===== config.mk =====
export PLATFORM = sky130hd
export DESIGN_NAME = prio_irq_ctrl
export DESIGN_NICKNAME = d
export VERILOG_FILES = /design/src/rtl/irq_pkg.sv /design/src/rtl/irq_datapath.sv /design/src/rtl/irq_ctrl.sv /design/src/rtl/prio_irq_ctrl.sv
export SDC_FILE = /design/constraint.sdc
export NUM_CORES = 1
export LEC_CHECK = 0
export BUFFER_PORTS_ARGS = -buffer_cell sky130_fd_sc_hd__buf_2
export CAP_MARGIN = 20
export CORE_UTILIZATION = 54
export DETAILED_ROUTE_END_ITERATION = 10
export PLACE_DENSITY = 0.78
export SLEW_MARGIN = 20
export SYNTH_ARGS = -nofsm -noshare
export SYNTH_HDL_FRONTEND = slang
export SYNTH_SLANG_ARGS = --single-unit

===== constraint.sdc =====
create_clock -name clk -period 1.6 [get_ports clk]
set_input_delay 0.08 -clock clk [delete_from_list [all_inputs] [get_ports clk]]
set_output_delay 0.08 -clock clk [all_outputs]
set_load 0.02 [all_outputs]

===== src/rtl/irq_pkg.sv =====
package irq_pkg;
  localparam int VEC_NMI  = 0;
  localparam int VEC_ABRK = 1;
  localparam int VEC_BASE = 2;

  typedef struct packed {
    logic load;
    logic retire;
  } irqStrobe_t;
endpackage


===== src/rtl/irq_datapath.sv =====
module irq_datapath
  import irq_pkg::*;
#(
  parameter int NUM_SRC = 8,
  parameter logic [NUM_SRC-1:0] EDGE_SRC = '0,
  parameter int VEC_W = 4
) (
  input  logic               clk,
  input  logic               rst_n,
  input  logic               cfgWe,
  input  logic               cfgSel,
  input  logic [NUM_SRC-1:0] cfgData,
  input  logic [NUM_SRC-1:0] srcReq,
  input  logic               nmiIn,
  input  irqStrobe_t         stb,
  input  logic [VEC_W-1:0]   winVec,
  output logic               nmiPend,
  output logic [NUM_SRC-1:0] eligHi,
  output logic [NUM_SRC-1:0] eligLo,
  output logic               holdValid,
  output logic [VEC_W-1:0]   holdVec
);
  logic [NUM_SRC-1:0] enReg, lvReg, srcPrev, edgePend, pendEff, retireHit;
  logic nmiPrev;
  logic nmiRise;

  assign nmiRise = nmiIn && !nmiPrev;

  always_comb begin
    for (int i = 0; i < NUM_SRC; i++)
      retireHit[i] = stb.retire && (holdVec == VEC_W'(VEC_BASE + i));
  end

  generate
    for (genvar g = 0; g < NUM_SRC; g++) begin : gSrc
      if (EDGE_SRC[g]) begin : gEdge
        always_ff @(posedge clk or negedge rst_n)
          if (!rst_n) edgePend[g] <= 1'b0;
          else if (srcReq[g] && !srcPrev[g]) edgePend[g] <= 1'b1;
          else if (retireHit[g]) edgePend[g] <= 1'b0;
        assign pendEff[g] = edgePend[g];
      end else begin : gLevel
        assign edgePend[g] = 1'b0;
        assign pendEff[g]  = srcReq[g];
      end
    end
  endgenerate

  always_ff @(posedge clk or negedge rst_n) begin
    if (!rst_n) begin
      enReg     <= '0;
      lvReg     <= '0;
      srcPrev   <= '0;
      nmiPrev   <= 1'b0;
      nmiPend   <= 1'b0;
      holdValid <= 1'b0;
      holdVec   <= '0;
    end else begin
      srcPrev <= srcReq;
      nmiPrev <= nmiIn;
      if (cfgWe && !cfgSel) enReg <= cfgData;
      if (cfgWe && cfgSel)  lvReg <= cfgData;
      if (nmiRise) nmiPend <= 1'b1;
      else if (stb.retire && holdVec == VEC_W'(VEC_NMI)) nmiPend <= 1'b0;
      if (stb.retire) holdValid <= 1'b0;
      else if (stb.load) begin
        holdValid <= 1'b1;
        holdVec   <= winVec;
      end
    end
  end

  assign eligHi = pendEff & enReg & lvReg;
  assign eligLo = pendEff & enReg & ~lvReg;

  logic [VEC_W-1:0] winIdx;
  assign winIdx = winVec - VEC_W'(VEC_BASE);

  p_enable_gate_r2: assert property (@(posedge clk) disable iff (!rst_n)
    stb.load && winVec >= VEC_W'(VEC_BASE) |-> enReg[winIdx]);

  p_nmi_once_r7: assert property (@(posedge clk) disable iff (!rst_n)
    stb.retire && holdVec == VEC_W'(VEC_NMI) && !nmiRise |=> !nmiPend);
endmodule


===== src/rtl/irq_ctrl.sv =====
module irq_ctrl
  import irq_pkg::*;
#(
  parameter int NUM_SRC = 8,
  parameter int VEC_W = 4
) (
  input  logic               clk,
  input  logic               rst_n,
  input  logic               nmiPend,
  input  logic               abrkIn,
  input  logic               cpuMask,
  input  logic [NUM_SRC-1:0] eligHi,
  input  logic [NUM_SRC-1:0] eligLo,
  input  logic               holdValid,
  input  logic               irqAck,
  output irqStrobe_t         stb,
  output logic [VEC_W-1:0]   winVec
);
  logic anyWin;
  logic hiFound, loFound;
  logic [VEC_W-1:0] hiVec, loVec;

  always_comb begin
    hiFound = 1'b0;
    loFound = 1'b0;
    hiVec   = '0;
    loVec   = '0;
    for (int i = NUM_SRC - 1; i >= 0; i--) begin
      if (eligHi[i]) begin
        hiFound = 1'b1;
        hiVec   = VEC_W'(VEC_BASE + i);
      end
      if (eligLo[i]) begin
        loFound = 1'b1;
        loVec   = VEC_W'(VEC_BASE + i);
      end
    end
  end

  always_comb begin
    anyWin = 1'b1;
    winVec = '0;
    if (nmiPend)                 winVec = VEC_W'(VEC_NMI);
    else if (abrkIn)             winVec = VEC_W'(VEC_ABRK);
    else if (!cpuMask && hiFound) winVec = hiVec;
    else if (!cpuMask && loFound) winVec = loVec;
    else                         anyWin = 1'b0;
  end

  assign stb.load   = anyWin && !holdValid;
  assign stb.retire = holdValid && irqAck;

  p_nmi_first_r7: assert property (@(posedge clk) disable iff (!rst_n)
    stb.load && nmiPend |-> winVec == VEC_W'(VEC_NMI));

  p_level_order_r5: assert property (@(posedge clk) disable iff (!rst_n)
    stb.load && !nmiPend && !abrkIn && !cpuMask && (|eligHi)
      |-> eligHi[winVec - VEC_W'(VEC_BASE)]);
endmodule


===== src/rtl/prio_irq_ctrl.sv =====
module prio_irq_ctrl
  import irq_pkg::*;
#(
  parameter int NUM_SRC = 8,
  parameter logic [NUM_SRC-1:0] EDGE_SRC = 8'h0F,
  localparam int VEC_W = $clog2(NUM_SRC + VEC_BASE)
) (
  input  logic               clk,
  input  logic               rst_n,
  input  logic               cfgWe,
  input  logic               cfgSel,
  input  logic [NUM_SRC-1:0] cfgData,
  input  logic [NUM_SRC-1:0] srcReq,
  input  logic               nmiIn,
  input  logic               abrkIn,
  input  logic               cpuMask,
  input  logic               irqAck,
  output logic               irqReq,
  output logic [VEC_W-1:0]   irqVec
);
  irqStrobe_t stb;
  logic [VEC_W-1:0] winVec;
  logic nmiPend;
  logic [NUM_SRC-1:0] eligHi, eligLo;

  irq_datapath #(.NUM_SRC(NUM_SRC), .EDGE_SRC(EDGE_SRC), .VEC_W(VEC_W)) u_dp (
    .clk(clk), .rst_n(rst_n), .cfgWe(cfgWe), .cfgSel(cfgSel), .cfgData(cfgData),
    .srcReq(srcReq), .nmiIn(nmiIn), .stb(stb), .winVec(winVec),
    .nmiPend(nmiPend), .eligHi(eligHi), .eligLo(eligLo),
    .holdValid(irqReq), .holdVec(irqVec)
  );

  irq_ctrl #(.NUM_SRC(NUM_SRC), .VEC_W(VEC_W)) u_ctl (
    .clk(clk), .rst_n(rst_n), .nmiPend(nmiPend), .abrkIn(abrkIn), .cpuMask(cpuMask),
    .eligHi(eligHi), .eligLo(eligLo), .holdValid(irqReq), .irqAck(irqAck),
    .stb(stb), .winVec(winVec)
  );

  p_mask_hold_r3: assert property (@(posedge clk) disable iff (!rst_n)
    $rose(irqReq) && $past(cpuMask) |-> irqVec < VEC_W'(VEC_BASE));

  p_vec_stable_r8: assert property (@(posedge clk) disable iff (!rst_n)
    irqReq && !irqAck |=> irqReq && $stable(irqVec));
endmodule


==> out/qor.yml, run 1 <==
die_h_microns: 56.0
critical-path-top-delay-family: "simple AND/OR/NAND/NOR gates"
place_inst: 194
status: "completed"
leakagePower_nw: 0.911
final_nets: 209
fin_crit_sh_pct: 97.4
grt_util_met1_pct: 25.7
syn_inst: 135
fp.coreArea_sq_mm: 0.00276
use_met2_pct: 36.2
hold_path_class: "in2reg"
synth.avg_cell_area_sq_um: 11.7
grt_pass1_vias: 1234
combPwrFrac_pct: 28.9
finalWirelength_microns: 3230
async_flop_share_pct: 100
finalWorstSetupSlack_ps: 41.9
drc: 0
synth_flop_cell: "dfrtp_1"
final_cells: 217
synth-edff-count: 0
drive_above_1_share_pct: 41.4
grt_usage_pct: 22.0
clk-insertion-delay-late_ps: 330
crit_path_top_delay_cell: "dfrtp_1"
maxCapViolations: 0
cp.arrival_ps: 1790
ant_nets: 0
p_sw_mw: 0.687
vias: 1260
seq_area_frac_synth_pct: 49.3
seqPwrFrac_pct: 47.0
fmax_mhz: 642
crit_cells: 5
clkTransAtPathRegs_ps: 100
cts_max_level: 2
antenna_found_initial: 0
via_per_inst: 5.81
cts_sinks: 31
critPathBufInv: 0
layout-area-overhead-vs-synth_pct: 28.8
skew_ps: 11.3
required_ps: 1830
hold_ws_ps: 62.8
path_cells: "and3b_1, nand2b_4, nor3_4, a31oi_4, mux2_4"
nFillCells: 207
hpwl_microns: 2340
grt_max_degree: 32
whs_path_depth: 2
io_buffer_count: 28
hold_viol: 0
finalSetupViolations: 0
avgRoutedWirePerCell_microns: 14.9
drtIter0Drc: 30
worstMarginPinSlew_ps: 668
dpl_cell_area_sq_mm: 0.00176
fin_tns_setup_ps: 0
yosys_register_bits: 31
use_met3_pct: 7.44
yosys_warnings: 0
power_density_mw_per_mm2: 1050
syn_nets: 159
grt_first_pass_wirelength_microns: 5220
swShare_pct: 32.1
globalRouteOverflowTotal: 0
ios: 29
utilization_pct: 73.5
ir_worst_vdd_mv: 1.16
cts_buffers: 5
grt_setup_unrepaired: "true"
clk_path_buf_depth: 2
n_antenna_cell: 0
internal-power_mw: 1.45
die_w_microns: 56.0
maxSlewHeadroom_pct: 55.4
netlist_area_sq_mm: 0.00157
slowest_delay_ps: 390
postLayoutCellArea_sq_mm: 0.00203
finalMaxSlewViolations: 0
cts_root_buf: "clkbuf_4"
end_kind: "flip-flop"
busiest_layer: "met2"
dieArea_sq_mm: 0.00313
min_period_ps: 1560
power_mw: 2.14
place_ws_ps: 24.7
start_util_pct: 57.0
gp_congestion: 0.906
crit_fanout: 7
pwr-share-clk_pct: 24.0
rows: 19
critPathLaunchType: "flip-flop"
reg2reg_depth: 5
synth.distinct_cells: 40
cts_tree: "done"
critical_path_class: "reg2reg"
firstDrtPassIters: 4
-- cells in the mapped netlist (2+ instances only) --
library cell,instances,area [sq um]
nand2_1,10,37.5
o22ai_1,2,12.5
a31oi_1,4,25.0
nand3_1,8,40.0
nand3b_1,2,15.0
nand2b_1,4,25.0
and3b_1,2,17.5
mux2_2,16,180
nand3b_2,3,33.8
nor2b_1,2,12.5
o21ai_0,12,60.1
dfrtp_1,31,776
inv_1,7,26.3
a21oi_1,2,10.0
nor2_1,4,15.0
or4_1,2,15.0
-- cell type report --
class	instances	area [sq um]	area share (%)
multi-input combinational	95	811	40.0
sequential	31	778	38.4
timing repair buffer	45	303	14.9
clock buffer	8	68.8	3.40
tap	31	38.8	1.91
inverter	7	26.3	1.30
-- cell families (layout without fill, tap and decap cells) --
group	after synthesis	after routing	share of synthesized area, %
AOI/OAI and AO/OA	30	30	13.4
DFF	31	31	49.3
and+or+nand+nor	48	48	22.6
muxes	17	17	12.4
buffers and inverters	9	60	2.23
-- power groups by stage --
| stage | combinational (mW) | clock, mW | sequential (mW) |
|---|---|---|---|
| after CTS | 0.582 | 0.525 | 0.991 |
| after floorplan | 0.384 | 0 | 1.01 |
| final | 0.618 | 0.514 | 1.00 |
| after global routing | 0.671 | 0.563 | 1.02 |
| after global placement | 0.534 | 0 | 0.995 |
| after detailed placement | 0.554 | 0 | 1.01 |
-- cell usage in the layout, fill, tap and decap left out, types with 2 or more instances in the layout --
master         netlist  final
clkbuf_4             0      5
buf_2                1     28
a31oi_1              4      4
dlygate4sd3_1        0     14
nand3b_1             2      2
nand4_4              1      2
nand2b_1             4      3
nor2b_1              2      2
o22ai_1              2      2
buf_4                0      3
inv_1                7      7
nand3_2              1      4
nand2_1             10     10
a21oi_1              2      2
or4_1                2      2
o21ai_0             12     11
dfrtp_1             31     29
dfrtp_2              0      2
nand3b_2             3      3
mux2_2              16     16
nand3_1              8      4
nor2_1               4      4
clkbuf_8             0      2
and3b_1              2      2
-- per-layer routing --
layer  routed length [microns]  part of all wire, %
met4                        86                  2.7
met5                         0                    0
met1                      1380                   43
met3                       146                  4.5
met2                      1620                   50
-- sequential cells by signal, indices dropped and copies added, names as in the netlist --
signal / flops
u_dp.edgePend: 4
u_dp.enReg: 8
u_dp.holdValid: 1
u_dp.holdVec: 4
u_dp.lvReg: 8
u_dp.nmiPend: 1
u_dp.nmiPrev: 1
u_dp.srcPrev: 4
-- worst register-to-register path: stages (launching register included) --
cell,delay (ps)
dfrtp_1,390
and3b_1,180
nand2b_4,150
nor3_4,260
a31oi_4,160
mux2_4,320
-- final timing paths --
kind | from | end | slack [ps]
setup / recovery | u_dp.enReg[6] | u_dp.holdVec[3] | 40
hold / removal | abrkIn | u_dp.holdValid | 60
setup reg to reg | u_dp.enReg[6] | u_dp.holdVec[3] | 40
hold reg to reg | u_dp.srcPrev[3] | u_dp.edgePend[3] | 430
max in group asynchronous | rst_n | u_dp.enReg[2] | 820
min in group asynchronous | rst_n | u_dp.nmiPrev | 300
-- what timing repair did --
action	in CTS	in global routing
setup endpoints to repair	0	4
setup buffers	0	1
hold endpoints to repair	54	0
hold buffers	14	0
resized for setup	0	11
(Power assumes the default switching activity.)
==> run 2: changes to the inputs <==
--- a/config.mk
+++ b/config.mk
@@ -10,6 +10,7 @@
 export CORE_UTILIZATION = 54
 export DETAILED_ROUTE_END_ITERATION = 10
 export PLACE_DENSITY = 0.78
+export RECOVER_POWER = 50
 export SLEW_MARGIN = 20
 export SYNTH_ARGS = -nofsm -noshare
 export SYNTH_HDL_FRONTEND = slang
==> out/qor.yml, run 2 (synthesized netlist as in run 1, its figures left out) <==
skew_ps: 10.6  # -0.699 ps
finalSetupViolations: 0  # unchanged
path_cells: "and3b_1, nand2b_4, nor3_4, a31oi_4, mux2_4"
maxCapViolations: 0  # unchanged
dieArea_sq_mm: 0.00313  # unchanged
cts_buffers: 5  # unchanged
fin_tns_setup_ps: 0  # unchanged
globalRouteOverflowTotal: 0  # unchanged
dpl_cell_area_sq_mm: 0.00176  # unchanged
wl_met3_microns: 157  # +7.5%
power_density_mw_per_mm2: 1060  # +0.19%
maxSlewHeadroom_pct: 50.5  # -5.0 points
vias: 1243  # -1.3%
avgRoutedWirePerCell_microns: 14.8  # -0.46%
hpwl_microns: 2340  # unchanged
holdPathEnd: "u_dp.holdValid"
gp_congestion: 0.906  # unchanged
n_antenna_cell: 0  # unchanged
via_per_inst: 5.73  # -1.3%
r2r_start: "u_dp.enReg[6]"
finalWirelength_microns: 3220  # -0.46%
clk_path_buf_depth: 2  # unchanged
wl_met1_microns: 1360  # -1.7%
critical_path_class: "reg2reg"
ios: 29  # unchanged
grt_pass1_vias: 1234  # unchanged
final_nets: 209  # unchanged
io_buffer_count: 28  # unchanged
fmax_mhz: 642  # about the same
die_w_microns: 56.0  # unchanged
crit_fanout: 7  # unchanged
hold_viol: 0  # unchanged
seq_area_sq_um: 777  # -0.16%
crit_path_top_delay_cell: "dfrtp_1"
final_cell_mix: "dfrtp_1, buf_2, mux2_2"
drive_above_1_share_pct: 38.2  # -3.2 points
ir_worst_vdd_mv: 1.16  # -0.21%
cts_tree: "done"
grt_max_degree: 32  # unchanged
r2r_slack_ps: 40  # about the same
clk-insertion-delay-late_ps: 330  # about the same
dr.max_layer_used: "met4"
reg_top3: "u_dp.enReg (8), u_dp.lvReg (8)"
worstMarginPinSlew_ps: 743  # +74.9 ps
ant_nets: 0  # unchanged
whs_path_depth: 2  # unchanged
nFillCells: 213  # +2.9%
wl_met2_microns: 1620  # +0.12%
end_kind: "flip-flop"
rows: 19  # unchanged
grt_setup_unrepaired: "true"
min-delay-start: "abrkIn"
status: "completed"
cts_sinks: 31  # unchanged
postLayoutCellArea_sq_mm: 0.00202  # -0.37%
rr_endpoint: "u_dp.holdVec[3]"
layout-area-overhead-vs-synth_pct: 28.3
min_period_ps: 1560  # +0.180 ps
mostFrequentLayoutCell: "dfrtp_1"
reg2reg_depth: 5  # unchanged
critical-path-top-delay-family: "simple AND/OR/NAND/NOR gates"
drtIter0Drc: 30  # unchanged
fin_crit_sh_pct: 97.4  # about the same
fp.coreArea_sq_mm: 0.00276  # unchanged
finalMaxSlewViolations: 0  # unchanged
multiInputGateArea_sq_um: 811  # unchanged
grt_first_pass_wirelength_microns: 5220  # unchanged
start_util_pct: 57.0  # unchanged
slowest_delay_ps: 390  # about the same
critPathBufInv: 0  # unchanged
drc: 0  # unchanged
antenna_found_initial: 0  # unchanged
grt_usage_pct: 22.0  # unchanged
critPathLaunchType: "flip-flop"
hold_path_class: "in2reg"
firstDrtPassIters: 4  # unchanged
cp.arrival_ps: 1790  # about the same
cts_max_level: 2  # unchanged
required_ps: 1830  # about the same
clkTransAtPathRegs_ps: 100  # about the same
die_h_microns: 56.0  # unchanged
leakagePower_nw: 0.898  # -1.4%
cts_root_buf: "clkbuf_4"
==> run 2: metrics by stage <==
stage	power (mW)	hold WS [ps]	setup slack, ps	util [%]	std cells
CTS	2.10	43.7	12.8	71.3	216
global route	2.25	38.0	-32.8	73.2	217
global placement	1.53	138	51.3	63.7	194
finish	2.13	53.6	41.8	73.2	217
floorplan	1.39	-216	124	-	135
detailed placement	1.56	153	24.7	63.7	194
==> run 2: report_power, final <==
part | switching (mW) | leakage [nW] | internal [mW]
clock network | 0.255 | 0.0386 | 0.258
logic | 0.315 | 0.502 | 0.300
registers | 0.116 | 0.358 | 0.888
==> run 2: metal layers <==
layer	track usage, %	up-vias
met1	25.7	603
met2	36.2	35
met4	10.5	0
met5	0	-
li1	-	598
met3	7.44	7
==> run 2: worst max path at each step <==
stage,cells after the start,start,endpoint
6_report,5,u_dp.enReg[6],u_dp.holdVec[3]
5_1_grt,5,u_dp.enReg[6],u_dp.holdVec[3]
4_1_cts,5,u_dp.lvReg[3],u_dp.holdVec[3]
3_5_place_dp,5,u_dp.lvReg[3],u_dp.holdVec[3]
3_3_place_gp,5,u_dp.lvReg[3],u_dp.holdVec[3]
2_1_floorplan,5,u_dp.enReg[6],u_dp.holdVec[3]
==> run 2: cell type report <==
| class | instances | area share [%] |
|---|---|---|
| multi-input cells | 95 | 40.2 |
| flip-flops and latches | 31 | 38.5 |
| repair buffers | 45 | 14.7 |
| clock buffers | 8 | 3.41 |
| well taps | 31 | 1.92 |
| inverters | 7 | 1.30 |
==> run 2: worst register-to-register path, delay by kind of cell (launching register included) <==
kind | cells | cell delay (ps)
flip-flops | 1 | 390
AND/OR/NAND/NOR | 3 | 590
multiplexers | 1 | 320
AO/OA/AOI/OAI | 1 | 160
==> run 2: what timing repair did <==
action | CTS | global route
gates resized for setup | 0 | 11
hold endpoints to repair | 54 | 0
hold buffers | 14 | 0
setup endpoints to repair | 0 | 4
buffers inserted | 0 | 1
